<file path="config.mk">
export PLATFORM = sky130hd
export DESIGN_NAME = nest_irq_ctrl
export DESIGN_NICKNAME = d
export VERILOG_FILES = /design/src/rtl/nic_pkg.sv /design/src/rtl/nic_edge_src.sv /design/src/rtl/nic_pend.sv /design/src/rtl/nic_arbiter.sv /design/src/rtl/nic_stack.sv /design/src/rtl/nest_irq_ctrl.sv
export SDC_FILE = /design/constraint.sdc
export NUM_CORES = 1
export LEC_CHECK = 0
export ABC_AREA = 1
export BUFFER_PORTS_ARGS = -buffer_cell sky130_fd_sc_hd__buf_2
export CAP_MARGIN = 20
export CORE_MARGIN = 4
export CORE_UTILIZATION = 56
export DETAILED_ROUTE_END_ITERATION = 12
export PLACE_DENSITY = 0.85
export SYNTH_ARGS = -nofsm -noshare
export SYNTH_HDL_FRONTEND = slang
export SYNTH_SLANG_ARGS = --single-unit
export TNS_END_PERCENT = 5
</file>
<file path="constraint.sdc">
create_clock -name clk -period 4.75 [get_ports clk]
set_input_delay 0.2375 -clock clk [delete_from_list [all_inputs] [get_ports clk]]
set_output_delay 0.2375 -clock clk [all_outputs]
set_load 0.05 [all_outputs]
</file>
<file path="src/rtl/nic_pkg.sv">
// Package: default sizes shared by the nested interrupt controller and its parts.
// Assumes: widths are derived locally from these defaults by each module.
package nic_pkg;
    localparam int NIC_NUM_SRC   = 49;
    localparam int NIC_NUM_PINS  = 16;
    localparam int NIC_MAX_DEPTH = 5;
endpackage

</file>
<file path="src/rtl/nic_edge_src.sv">
// Pin edge detector: turns each pin's level into a rising-edge and a
// falling-edge request pulse (rising at bit 2k, falling at bit 2k+1).
// Assumes: pins are already synchronous to clk. During reset the pin
// levels are sampled, so a level held through reset creates no edge.
module nic_edge_src #(
    parameter int NUM_PINS = 16
) (
    input  logic                  clk,
    input  logic                  rst_n,
    input  logic [NUM_PINS-1:0]   pin_i,
    output logic [2*NUM_PINS-1:0] edge_o
);
    logic [NUM_PINS-1:0] pin_q;

    // Remember the previous pin levels; reset loads the live levels.
    always_ff @(posedge clk) begin
        pin_q <= pin_i;
    end

    for (genvar k = 0; k < NUM_PINS; k++) begin : g_pin
        assign edge_o[2*k]   =  pin_i[k] & ~pin_q[k] & rst_n;
        assign edge_o[2*k+1] = ~pin_i[k] &  pin_q[k] & rst_n;
    end
endmodule

</file>
<file path="src/rtl/nic_pend.sv">
// Pending register: latches enabled requests, drops disabled ones and
// clears the bit of the source being granted.
// Assumes: at most one clear per cycle, named by index.
module nic_pend #(
    parameter int NUM_SRC = 49,
    localparam int IDX_W  = $clog2(NUM_SRC)
) (
    input  logic               clk,
    input  logic               rst_n,
    input  logic [NUM_SRC-1:0] raw_i,
    input  logic [NUM_SRC-1:0] en_i,
    input  logic               clr_vld_i,
    input  logic [IDX_W-1:0]   clr_idx_i,
    output logic [NUM_SRC-1:0] pend_o
);
    logic [NUM_SRC-1:0] clr_mask;

    // Decode the granted index into a one-hot clear mask.
    always_comb begin
        for (int i = 0; i < NUM_SRC; i++) begin
            clr_mask[i] = clr_vld_i && (clr_idx_i == IDX_W'(i));
        end
    end

    // Update pending bits: set on enabled request, clear on grant or disable.
    always_ff @(posedge clk) begin
        if (!rst_n) begin
            pend_o <= '0;
        end else begin
            pend_o <= (pend_o | raw_i) & en_i & ~clr_mask;
        end
    end

    AST_DISABLED_EMPTY: assert property (@(posedge clk) disable iff (!rst_n)
        1'b1 |=> ((pend_o & ~$past(en_i)) == '0));
endmodule

</file>
<file path="src/rtl/nic_arbiter.sv">
// Fixed-priority arbiter: reports the lowest-index pending source.
// Assumes: index 0 is the most urgent; purely combinational.
module nic_arbiter #(
    parameter int NUM_SRC = 49,
    localparam int IDX_W  = $clog2(NUM_SRC)
) (
    input  logic [NUM_SRC-1:0] pend_i,
    output logic               vld_o,
    output logic [IDX_W-1:0]   idx_o
);
    // Scan from the least urgent down so the lowest set index wins.
    always_comb begin
        vld_o = 1'b0;
        idx_o = '0;
        for (int i = NUM_SRC - 1; i >= 0; i--) begin
            if (pend_i[i]) begin
                vld_o = 1'b1;
                idx_o = IDX_W'(i);
            end
        end
    end
endmodule

</file>
<file path="src/rtl/nic_stack.sv">
// In-service stack: holds the vector of every nested routine; the top
// entry is the one running. A pop on an empty stack is ignored.
// Assumes: push is never requested when full and never with pop.
module nic_stack #(
    parameter int IDX_W     = 6,
    parameter int MAX_DEPTH = 5,
    localparam int DEPTH_W  = $clog2(MAX_DEPTH + 1)
) (
    input  logic               clk,
    input  logic               rst_n,
    input  logic               push_i,
    input  logic [IDX_W-1:0]   push_idx_i,
    input  logic               pop_i,
    output logic [DEPTH_W-1:0] depth_o,
    output logic [IDX_W-1:0]   top_o,
    output logic               full_o,
    output logic               empty_o
);
    logic [IDX_W-1:0] stk_q [MAX_DEPTH];

    assign full_o  = (depth_o == DEPTH_W'(MAX_DEPTH));
    assign empty_o = (depth_o == '0);

    // Track the depth: grow on push, shrink on a pop that has something to pop.
    always_ff @(posedge clk) begin
        if (!rst_n) begin
            depth_o <= '0;
        end else if (push_i && !full_o) begin
            depth_o <= depth_o + 1'b1;
        end else if (pop_i && !empty_o) begin
            depth_o <= depth_o - 1'b1;
        end
    end

    // Write the pushed vector into the slot just above the current top.
    always_ff @(posedge clk) begin
        if (!rst_n) begin
            for (int i = 0; i < MAX_DEPTH; i++) stk_q[i] <= '0;
        end else begin
            for (int i = 0; i < MAX_DEPTH; i++) begin
                if (push_i && depth_o == DEPTH_W'(i)) stk_q[i] <= push_idx_i;
            end
        end
    end

    // Select the running vector; zero when nothing is in service.
    always_comb begin
        top_o = '0;
        for (int i = 0; i < MAX_DEPTH; i++) begin
            if (depth_o == DEPTH_W'(i + 1)) top_o = stk_q[i];
        end
    end

    AST_DEPTH_CAP: assert property (@(posedge clk) disable iff (!rst_n)
        depth_o <= DEPTH_W'(MAX_DEPTH));
    AST_EMPTY_POP: assert property (@(posedge clk) disable iff (!rst_n)
        (pop_i && !push_i && empty_o) |=> empty_o);
    AST_PUSH_GROWS: assert property (@(posedge clk) disable iff (!rst_n)
        push_i |=> (depth_o == $past(depth_o) + 1'b1) && (top_o == $past(push_idx_i)));
    AST_TOP_STABLE: assert property (@(posedge clk) disable iff (!rst_n)
        (!push_i && !pop_i) |=> $stable(top_o));
endmodule

</file>
<file path="src/rtl/nest_irq_ctrl.sv">
// Nested priority interrupt controller top. Internal request pulses and
// pin edges feed a pending register; the most urgent pending source is
// granted if the stack has room and it beats the routine in service.
// Assumes: req_i pulses and pin_i levels are synchronous to clk; a return
// strobe blocks grants in its own cycle.
module nest_irq_ctrl
    import nic_pkg::*;
#(
    parameter int NUM_SRC   = NIC_NUM_SRC,
    parameter int NUM_PINS  = NIC_NUM_PINS,
    parameter int MAX_DEPTH = NIC_MAX_DEPTH,
    localparam int NUM_INT  = NUM_SRC - 2 * NUM_PINS,
    localparam int IDX_W    = $clog2(NUM_SRC),
    localparam int DEPTH_W  = $clog2(MAX_DEPTH + 1)
) (
    input  logic               clk,
    input  logic               rst_n,
    input  logic [NUM_INT-1:0] req_i,
    input  logic [NUM_PINS-1:0] pin_i,
    input  logic [NUM_SRC-1:0] en_i,
    input  logic               rti_i,
    output logic               irq_o,
    output logic [IDX_W-1:0]   vec_o,
    output logic [DEPTH_W-1:0] depth_o
);
    logic [2*NUM_PINS-1:0] pin_edge;
    logic [NUM_SRC-1:0]    raw_req;
    logic [NUM_SRC-1:0]    pend;
    logic                  win_vld;
    logic [IDX_W-1:0]      win_idx;
    logic                  grant;
    logic                  stk_full;
    logic                  stk_empty;
    logic [IDX_W-1:0]      top_idx;

    nic_edge_src #(.NUM_PINS(NUM_PINS)) u_edge (
        .clk    (clk),
        .rst_n  (rst_n),
        .pin_i  (pin_i),
        .edge_o (pin_edge)
    );

    assign raw_req = {pin_edge, req_i};

    nic_pend #(.NUM_SRC(NUM_SRC)) u_pend (
        .clk       (clk),
        .rst_n     (rst_n),
        .raw_i     (raw_req),
        .en_i      (en_i),
        .clr_vld_i (grant),
        .clr_idx_i (win_idx),
        .pend_o    (pend)
    );

    nic_arbiter #(.NUM_SRC(NUM_SRC)) u_arb (
        .pend_i (pend),
        .vld_o  (win_vld),
        .idx_o  (win_idx)
    );

    // Grant when a winner exists, no return is in progress, there is room,
    // and the winner is strictly more urgent than the routine in service.
    assign grant = win_vld && !rti_i && !stk_full && (stk_empty || (win_idx < top_idx));

    nic_stack #(.IDX_W(IDX_W), .MAX_DEPTH(MAX_DEPTH)) u_stk (
        .clk        (clk),
        .rst_n      (rst_n),
        .push_i     (grant),
        .push_idx_i (win_idx),
        .pop_i      (rti_i),
        .depth_o    (depth_o),
        .top_o      (top_idx),
        .full_o     (stk_full),
        .empty_o    (stk_empty)
    );

    // Register the grant as a one-cycle request pulse to the processor.
    always_ff @(posedge clk) begin
        if (!rst_n) irq_o <= 1'b0;
        else        irq_o <= grant;
    end

    assign vec_o = top_idx;

    AST_GRANT_PENDING: assert property (@(posedge clk) disable iff (!rst_n)
        grant |-> pend[win_idx]);
    AST_IRQ_IN_SERVICE: assert property (@(posedge clk) disable iff (!rst_n)
        irq_o |-> (depth_o != '0));
    AST_NO_GRANT_ON_RTI: assert property (@(posedge clk) disable iff (!rst_n)
        rti_i |=> !irq_o);
    AST_GRANT_CLEARS: assert property (@(posedge clk) disable iff (!rst_n)
        (grant && !raw_req[win_idx]) |=> !pend[$past(win_idx)]);
endmodule

</file>
== Yosys cells after proc, flatten, opt, wreduce, memory -nomap -nowiden ==
Memories as Yosys holds them, arrays and structs flattened.
Index checks and enable logic that the tools add are counted.

* Bits in registers: 69
* Memory bits (writable): 30
* Input bits: 85
* Output and inout bits: 10
* Logic and storage cells: 358
* Memories: 1

* $add $sub $neg: 2
* Order comparisons: 1
* Equality and inequality tests: 53
* Multiplexer cells: 126
* Bitwise operators: 105
* Reduce and logical (&&, ||, !) cells: 66

{| class="wikitable"
|+ Memories
! name !! depth !! width !! rd ports !! clocked after memory_dff !! write ports !! RTL line !! RTL
|-
| u_stk.stk_q || 5 || 6 || 5 || 0 || 5 || nic_stack.sv:19 || <nowiki>logic [IDX_W-1:0] stk_q [MAX_DEPTH];</nowiki>
|}

{| class="wikitable"
|+ Operators by type and width
! cell !! number
|-
| 6-bit two-way mux || 59
|-
| 6-bit == test, second input constant || 17
|-
| 49-bit AND || 2
|-
| 6-bit by 5-bit == test with 1-bit output, second input constant || 16
|-
| 1-bit two-way mux || 65
|-
| 1-bit AND || 64
|-
| 1-bit logical AND || 59
|-
| 49-bit NOT || 1
|-
| 49-bit bitwise OR || 1
|-
| 6-bit by 4-bit == test with 1-bit output, second input constant || 8
|-
| 1-bit NOT || 32
|-
| 6-bit by 3-bit == test with 1-bit output, second input constant || 4
|-
| 6-bit by 2-bit == test with 1-bit output, second input constant || 2
|-
| 3-bit by 2-bit == test with 1-bit output, second input constant || 2
|-
| 3-bit == test, second input constant || 2
|-
| 6-bit by 1-bit == test with 1-bit output, second input constant || 1
|-
| 6-bit logical NOT || 1
|-
| 6-bit less-than comparator || 1
|-
| 3-bit two-way mux || 2
|-
| 1-bit bitwise OR || 5
|-
| 3-bit by 1-bit adder with 3-bit output, second input constant || 1
|-
| 3-bit by 1-bit == test with 1-bit output, second input constant || 1
|-
| 1-bit logical NOT || 3
|-
| 3-bit logical NOT || 1
|-
| 3 further kinds || 3
|}

== Depth between registers and ports, before layout ==
Gate-level depths: netlist of run 1.

* Depth after elaboration: 57
* Mapped depth: 60
* Gate-level depth less buffers: 59

== Modules after synthesis ==
From an unflattened synthesis of run 1, not the netlist that was laid out.

* Cell total of the unflattened synthesis: 787
* Area, all modules: 5362.6 µm²

{| class="wikitable"
|+ By module, submodules not included
! module !! times used !! cells an instance !! area each (µm²) !! sequential area each (µm²)
|-
| nic_pend || 1 || 305 || 2135.8 || 980.9
|-
| nic_stack || 1 || 193 || 1709.1 || 960.9
|-
| nic_arbiter || 1 || 168 || 710.7 || 0.0
|-
| nic_edge_src || 1 || 83 || 594.3 || 320.3
|-
| nest_irq_ctrl || 1 || 38 || 212.7 || 20.0
|}

== Least setup slack after synthesis of run 1 ==
OpenSTA, ideal clock, no wires.

* Path type: reg2reg
* Start point: register u_stk.depth_o[0]
* End point: memory u_stk.stk_q[4][0], in the netlist u_stk.stk_q[0][24], enable pin
* Setup time: 0.377 ns
* Arrival time: 3.732 ns
* Required time: 4.373 ns
* Slack: 0.640 ns
* Stages on the path, launching flop included: 19
* Buffers on the path: 1
* Clock period less this slack: 4.110 ns
* Cell sequence: dfxtp_1 -> inv_1 -> ha_1 -> nor2_1 -> a22oi_1 -> o21ai_0 -> nand2_1 -> nand3_1 -> o21a_1 -> inv_1 -> ha_1 -> a21oi_1 -> nor2_1 -> a211oi_1 -> nand2_1 -> nand2_2 -> nand2_2 -> buf_6 -> o21ai_0

{| class="wikitable"
|+ RTL lines
! element !! RTL line !! RTL
|-
| from (decl) || nic_stack.sv:14 || <nowiki>output logic [DEPTH_W-1:0] depth_o,</nowiki>
|-
| from (signal assigned) || nic_stack.sv:29 || <nowiki>depth_o <= depth_o + 1'b1;</nowiki>
|-
| from (signal assigned) || nic_stack.sv:31 || <nowiki>depth_o <= depth_o - 1'b1;</nowiki>
|-
| to (decl) || nic_stack.sv:19 ||
|}

==> results.yml, run 1 <==
outcome:
  status: "finished, final reports clean"
logic_synthesis:
  synth_edf_count: 30
  ys_types: 32
  synth-seq-cells: 99
  ys.flop_type: "dfxtp_1"
  synthCells: 664
  synthesis.area_um2: 5020
  avgSynthCellArea_um2: 7.560
  ys_async_sr_fraction_pct: 0
  synth_seq_area_share_pct: 45.46
  synth_nets: 760
  yosys_warnings: 0
grt:
  grt_pass1_wl_um: 20260
  grt_overflow: 0
  grt_max_degree: 62
  grt_pass1_vias: 4485
  antenna_found_initial: 0
  grt_usage_pct: 24.73
power:
  cellPowerDensity_nw_per_um2: 391.2
  power_frac_clock_pct: 22.1
  p_leak_nw: 3.391
  ir_drop_mv: 0.2279
  combinationalPowerShare_pct: 34.2
  p_sw_share_pct: 39.18
  p_seq_share_pct: 43.8
  power.switching_uw: 912.1
  internal_power_mw: 1.416
hold_path:
  min_path_type: "in -> reg"
placed_design:
  place_congestion: 0.9246
  pre_cts_ws_ns: 0.5364
  io_buffers: 94
  placed_area_um2: 5598
  dp_hpwl_um: 9880
timing:
  max_freq_mhz: 237.2
  finalCritPeriodShare_pct: 88.76
  timing.final.crit_period_ns: 4.216
  setup_violations: 0
  finalSetupTns_ns: 0
  fin_ws_ns: 0.5339
  rsz0062_at_grt: "no"
  drv_slew: 0
  maxSlewHeadroom_pct: 35.15
  worst_pin_slew_ns: 0.9727
  hold_viol_final: 0
  clock-skew-final_ns: 0.01042
setup_path:
  reg2reg_from: "u_pend.pend_o[46]"
  cp_max_fo: 11
  critical_path_class: "reg -> reg"
  crit_slowest_cell: "o21ai_0"
  cp-startpoint: "u_pend.pend_o[46]"
  r2r-end: "u_stk.stk_q[0][14]"
  crit_required_ns: 4.83
  crit_path_end_kind: "flip-flop"
  cp-start-kind: "flip-flop"
  reg2reg_slack_ns: 0.53
  endpoint: "u_stk.stk_q[0][14]"
  worstPathArrival_ns: 4.30
  max_stage_delay_ns: 0.35
  crit_top_cell: "nand2_1"
  ff2ff_path_depth: 57
route:
  drtAntennaViolNets: 0
  drc: 0
  drt-vias-per-instance: 5.251
  drt-total-wl_um: 12790
  drt_iter0_drc: 288
  drtPass1Iterations: 6
  wl_per_cell_um: 14.38
  vias: 4668
finish:
  fin_util_pct: 68.24
  syn_to_final_growth_pct: 18.54
  fin_nets: 872
  num_antenna_cells: 0
  postLayoutCellArea_um2: 5951
  fill_cells: 706
  drive_gt1_share_pct: 17.41
clock_network:
  clock-root-buffer: "clkbuf_8"
  cts_tree: "yes"
  cts.sink_count: 99
  worstSkewPairLatency_ns: 0.37
  htree_levels: 3
  cts_buffer_depth: 2
  cts_made_buffers: 9
  cts.clk_slew.worst_paths_ns: 0.10
floorplanning:
  io_pins: 95
  coreArea_um2: 8721
  chipHeight_um: 102.7
  dieArea_um2: 10540
  die_w_um: 102.7
  start_util_pct: 57.56
  num_rows: 34
flow_run:
  maxCapViolations: 0
## worst max-delay path: cells and delay by family, from the launching register on
kind	cells	cell delay, ns
AOI/OAI and AO/OA	1	0.35
buffers and inverters	2	0.28
DFF	1	0.34
and+or+nand+nor	54	2.94
## worst min-delay path by stage
stage / from / end / slack (ns) / depth (start not counted)
global placement: pin_i[10] / u_edge.pin_q[10] / 0.36 / 1
global route: en_i[10] / u_pend.pend_o[10] / 0.20 / 4
floorplan: pin_i[0] / u_edge.pin_q[0] / 0.27 / 0
detailed placement: pin_i[10] / u_edge.pin_q[10] / 0.37 / 1
finish: req_i[5] / u_pend.pend_o[5] / 0.18 / 4
CTS: pin_i[7] / u_edge.pin_q[7] / 0.002 / 1
## cell type report
type,count,area (µm²),area share [%]
flip-flops and latches,99,2282,38.35
clock inverters,7,61.31,1.030
inverters,151,566.8,9.525
multi-input cells,401,2121,35.64
clock buffers,9,123.9,2.082
well taps,108,135.1,2.271
repair buffers,114,660.6,11.10
## flip-flops by register name (all words and copies together), names as in the netlist
register,flops
u_pend.pend_o,49
u_stk.depth_o,3
irq_o,1
u_stk.stk_q,30
u_edge.pin_q,16
## metrics by stage
stage	hold WS (ns)	cells	power, mW
finish	0.1787	889	2.328
global route	0.1980	889	2.460
CTS	0.002066	888	2.327
detailed placement	0.3658	857	1.810
global placement	0.3637	857	1.773
floorplan	0.2652	664	1.601
## cell usage in the layout (no fill, tap or decap), types with 3 or more instances in the layout
master,synthesis,layout
clkbuf_8,0,9
nand2_1,142,142
nand2_2,16,16
a31oi_1,3,3
o31ai_1,4,4
buf_4,0,4
o21a_1,5,5
dfxtp_1,69,69
edfxtp_1,30,30
nand3_1,20,20
a22oi_1,6,6
o21ai_1,50,50
o21ai_0,31,31
nor4_1,5,5
and3_1,15,15
nor2_1,37,36
ha_1,11,11
nor2_8,3,3
inv_1,149,149
a21oi_1,21,21
dlygate4sd3_1,0,16
nor3_1,5,5
buf_2,1,94
o211a_1,18,18
## Yosys cell counts (all sizes together) (4+ instances only)
cell	n	share of area, %
o21a	5	0.75
a21oi	21	2.1
edfxtp	30	18
o31ai	4	0.60
nor2	40	4.0
ha	11	2.7
nor3	5	0.50
o211a	18	3.6
and3	15	1.9
dfxtp	69	28
nand3	20	2.0
nor4	5	0.62
o21ai	81	8.1
inv	151	11
clkbuf	10	0.75
a22oi	6	0.90
nand2	158	13
## layer usage
layer / up-vias / global-route usage, % / share of wire [%] / wire length [µm]
met4: 0 / 11.50 / 3.2 / 403
met1: 2134 / 29.69 / 41 / 5187
met3: 33 / 2.706 / 5.8 / 738
met2: 152 / 44.19 / 51 / 6457
li1: 2349 / - / - / -
met5: - / 0 / 0 / 0
## what timing repair did
action / in CTS / in global routing
setup endpoints to repair: 0 / 12
hold buffers: 15 / 1
resized for setup: 0 / 2
endpoints found under the hold margin: 15 / 1
buffers inserted: 0 / 0
## kinds of logic (layout without fill, tap and decap cells)
group	count (synthesis)	in the layout	share of synthesized area [%]
AND/OR/NAND/NOR	245	245	21.81
buffers and inverters	164	281	12.44
AO/OA/AOI/OAI	144	144	17.37
flip-flops	99	99	45.46
adder cells (fa/ha/maj)	11	11	2.742
XOR/XNOR	1	1	0.1745
## power groups by stage
| stage | logic, mW | registers, mW | clock network (mW) |
|---|---|---|---|
| after floorplan | 0.539 | 1.06 | 0 |
| after global placement | 0.741 | 1.03 | 0 |
| after detailed placement | 0.772 | 1.04 | 0 |
| after CTS | 0.788 | 1.02 | 0.520 |
| after global routing | 0.878 | 1.03 | 0.555 |
| final | 0.795 | 1.02 | 0.514 |
Power figures use the tool's default switching activity.
==> run 2: changes to the inputs <==
Settings changed: RECOVER_POWER from default to 100.
==> results.yml, run 2 (synthesized netlist as in run 1, its figures left out) <==
finish:
  largest-register: "u_pend.pend_o"
  reg_top3: "u_pend.pend_o (49), u_stk.stk_q (30), u_edge.pin_q (16)"
  fin_nets: 872
  postLayoutCellArea_um2: 5886
  largest_register_ffs: 49
  fill_cells: 733
  final_cells: 889
  fin_util_pct: 67.49
  drive_gt1_share_pct: 12.55
  final_cell_mix: "nand2_1 (154), inv_1 (149), buf_2 (69), dfxtp_1 (69), o21ai_0 (59)"
  num_antenna_cells: 0
  syn_to_final_growth_pct: 17.25
  layout_commonest_cell: "nand2_1"
timing:
  hold_slack_ns: 0.1753
  finalSetupTns_ns: 0
  finalCritPeriodShare_pct: 88.96
  clock-skew-final_ns: 0.01205
  drv_slew: 0
  hold_viol_final: 0
  rsz0062_at_grt: "no"
  maxSlewHeadroom_pct: 35.28
  timing.final.crit_period_ns: 4.226
  max_freq_mhz: 236.7
  setup_violations: 0
  fin_ws_ns: 0.5244
  worst_pin_slew_ns: 0.9708
grt:
  grt_pass1_vias: 4485
  grt_usage_pct: 24.73
  grt_overflow: 0
  antenna_found_initial: 0
  grt_pass1_wl_um: 20260
  grt_max_degree: 62
floorplanning:
  die_w_um: 102.7
  io_pins: 95
  start_util_pct: 57.56
  num_rows: 34
  coreArea_um2: 8721
  chipHeight_um: 102.7
  dieArea_um2: 10540
route:
  vias: 4689
  drt_iter0_drc: 306
  wl_per_cell_um: 14.42
  drc: 0
  drtPass1Iterations: 6
  drt-vias-per-instance: 5.274
  drtAntennaViolNets: 0
  drt-total-wl_um: 12820
clock_network:
  worstSkewPairLatency_ns: 0.37
  cts_setup_buffers: 0
  cts_made_buffers: 9
  htree_levels: 3
  cts.clk_slew.worst_paths_ns: 0.10
  clock-root-buffer: "clkbuf_8"
  cts_tree: "yes"
  cts_buffer_depth: 2
  cts.sink_count: 99
flow_run:
  maxCapViolations: 0
power:
  ir_drop_mv: 0.2244
  cellPowerDensity_nw_per_um2: 392.0
  p_leak_nw: 3.298
  finalPower_mw: 2.307
setup_path:
  reg2reg_slack_ns: 0.52
  crit_top_cell: "nand2_1"
  crit_family: "simple AND/OR/NAND/NOR gates"
  crit_required_ns: 4.83
  critical_path_class: "reg -> reg"
  r2r-end: "u_stk.stk_q[0][13]"
  crit_path_end_kind: "flip-flop"
  endpoint: "u_stk.stk_q[0][13]"
  cp_max_fo: 11
  crit_slowest_cell: "dfxtp_1"
  ff2ff_path_depth: 57
  reg2reg_from: "u_pend.pend_o[46]"
  cp-start-kind: "flip-flop"
  max_stage_delay_ns: 0.35
  worstPathArrival_ns: 4.31
  cp_num_buf_inv: 2
  cp-startpoint: "u_pend.pend_o[46]"
  cp.depth: 57
placed_design:
  dp_hpwl_um: 9880
  pre_cts_ws_ns: 0.5364
  placed_area_um2: 5598
  dp.cells: 857
  place_congestion: 0.9246
  io_buffers: 94
outcome:
  status: "finished, final reports clean"
hold_path:
  min_path_type: "in -> reg"
  min_from: "req_i[5]"
-- run 2: routing by layer --
layer	wire length (µm)	track usage, %	up-vias
li1	-	-	2349
met1	5193	29.69	2144
met2	6377	44.19	160
met3	784	2.706	36
met4	467	11.50	0
met5	0	0	-
-- run 2: repair_timing --
action	CTS	global route
setup endpoints to repair	0	12
hold endpoints to repair	15	1
resized for setup	0	2
hold buffers	15	1
-- run 2: power breakdown --
part           switching [mW]  internal (mW)
registers              0.0438          0.975
logic                   0.546          0.227
clock network           0.316          0.200
-- run 2: tightest hold or removal path, delay by kind of cell --
family	cells	cell delay, ns
compound gates	2	0.17
buf+inv	2	0.11
-- run 2: area by class of cell --
type	count	area (µm²)	area share (%)
timing repair buffer	114	625.6	10.63
sequential	99	2282	38.78
clock buffer	9	123.9	2.105
inverter	151	566.8	9.630
clock inverter	7	61.31	1.042
tap	108	135.1	2.296
multi-input combinational	401	2091	35.52
-- run 2: worst min-delay path by stage --
stage                     cells past startpoint  slack [ns]                to
after global placement                        1        0.36  u_edge.pin_q[10]
after CTS                                     1       0.002   u_edge.pin_q[7]
after floorplan                               0        0.27   u_edge.pin_q[0]
final                                         4        0.18  u_pend.pend_o[5]
after detailed placement                      1        0.37  u_edge.pin_q[10]
after global routing                          4        0.20  u_pend.pend_o[5]
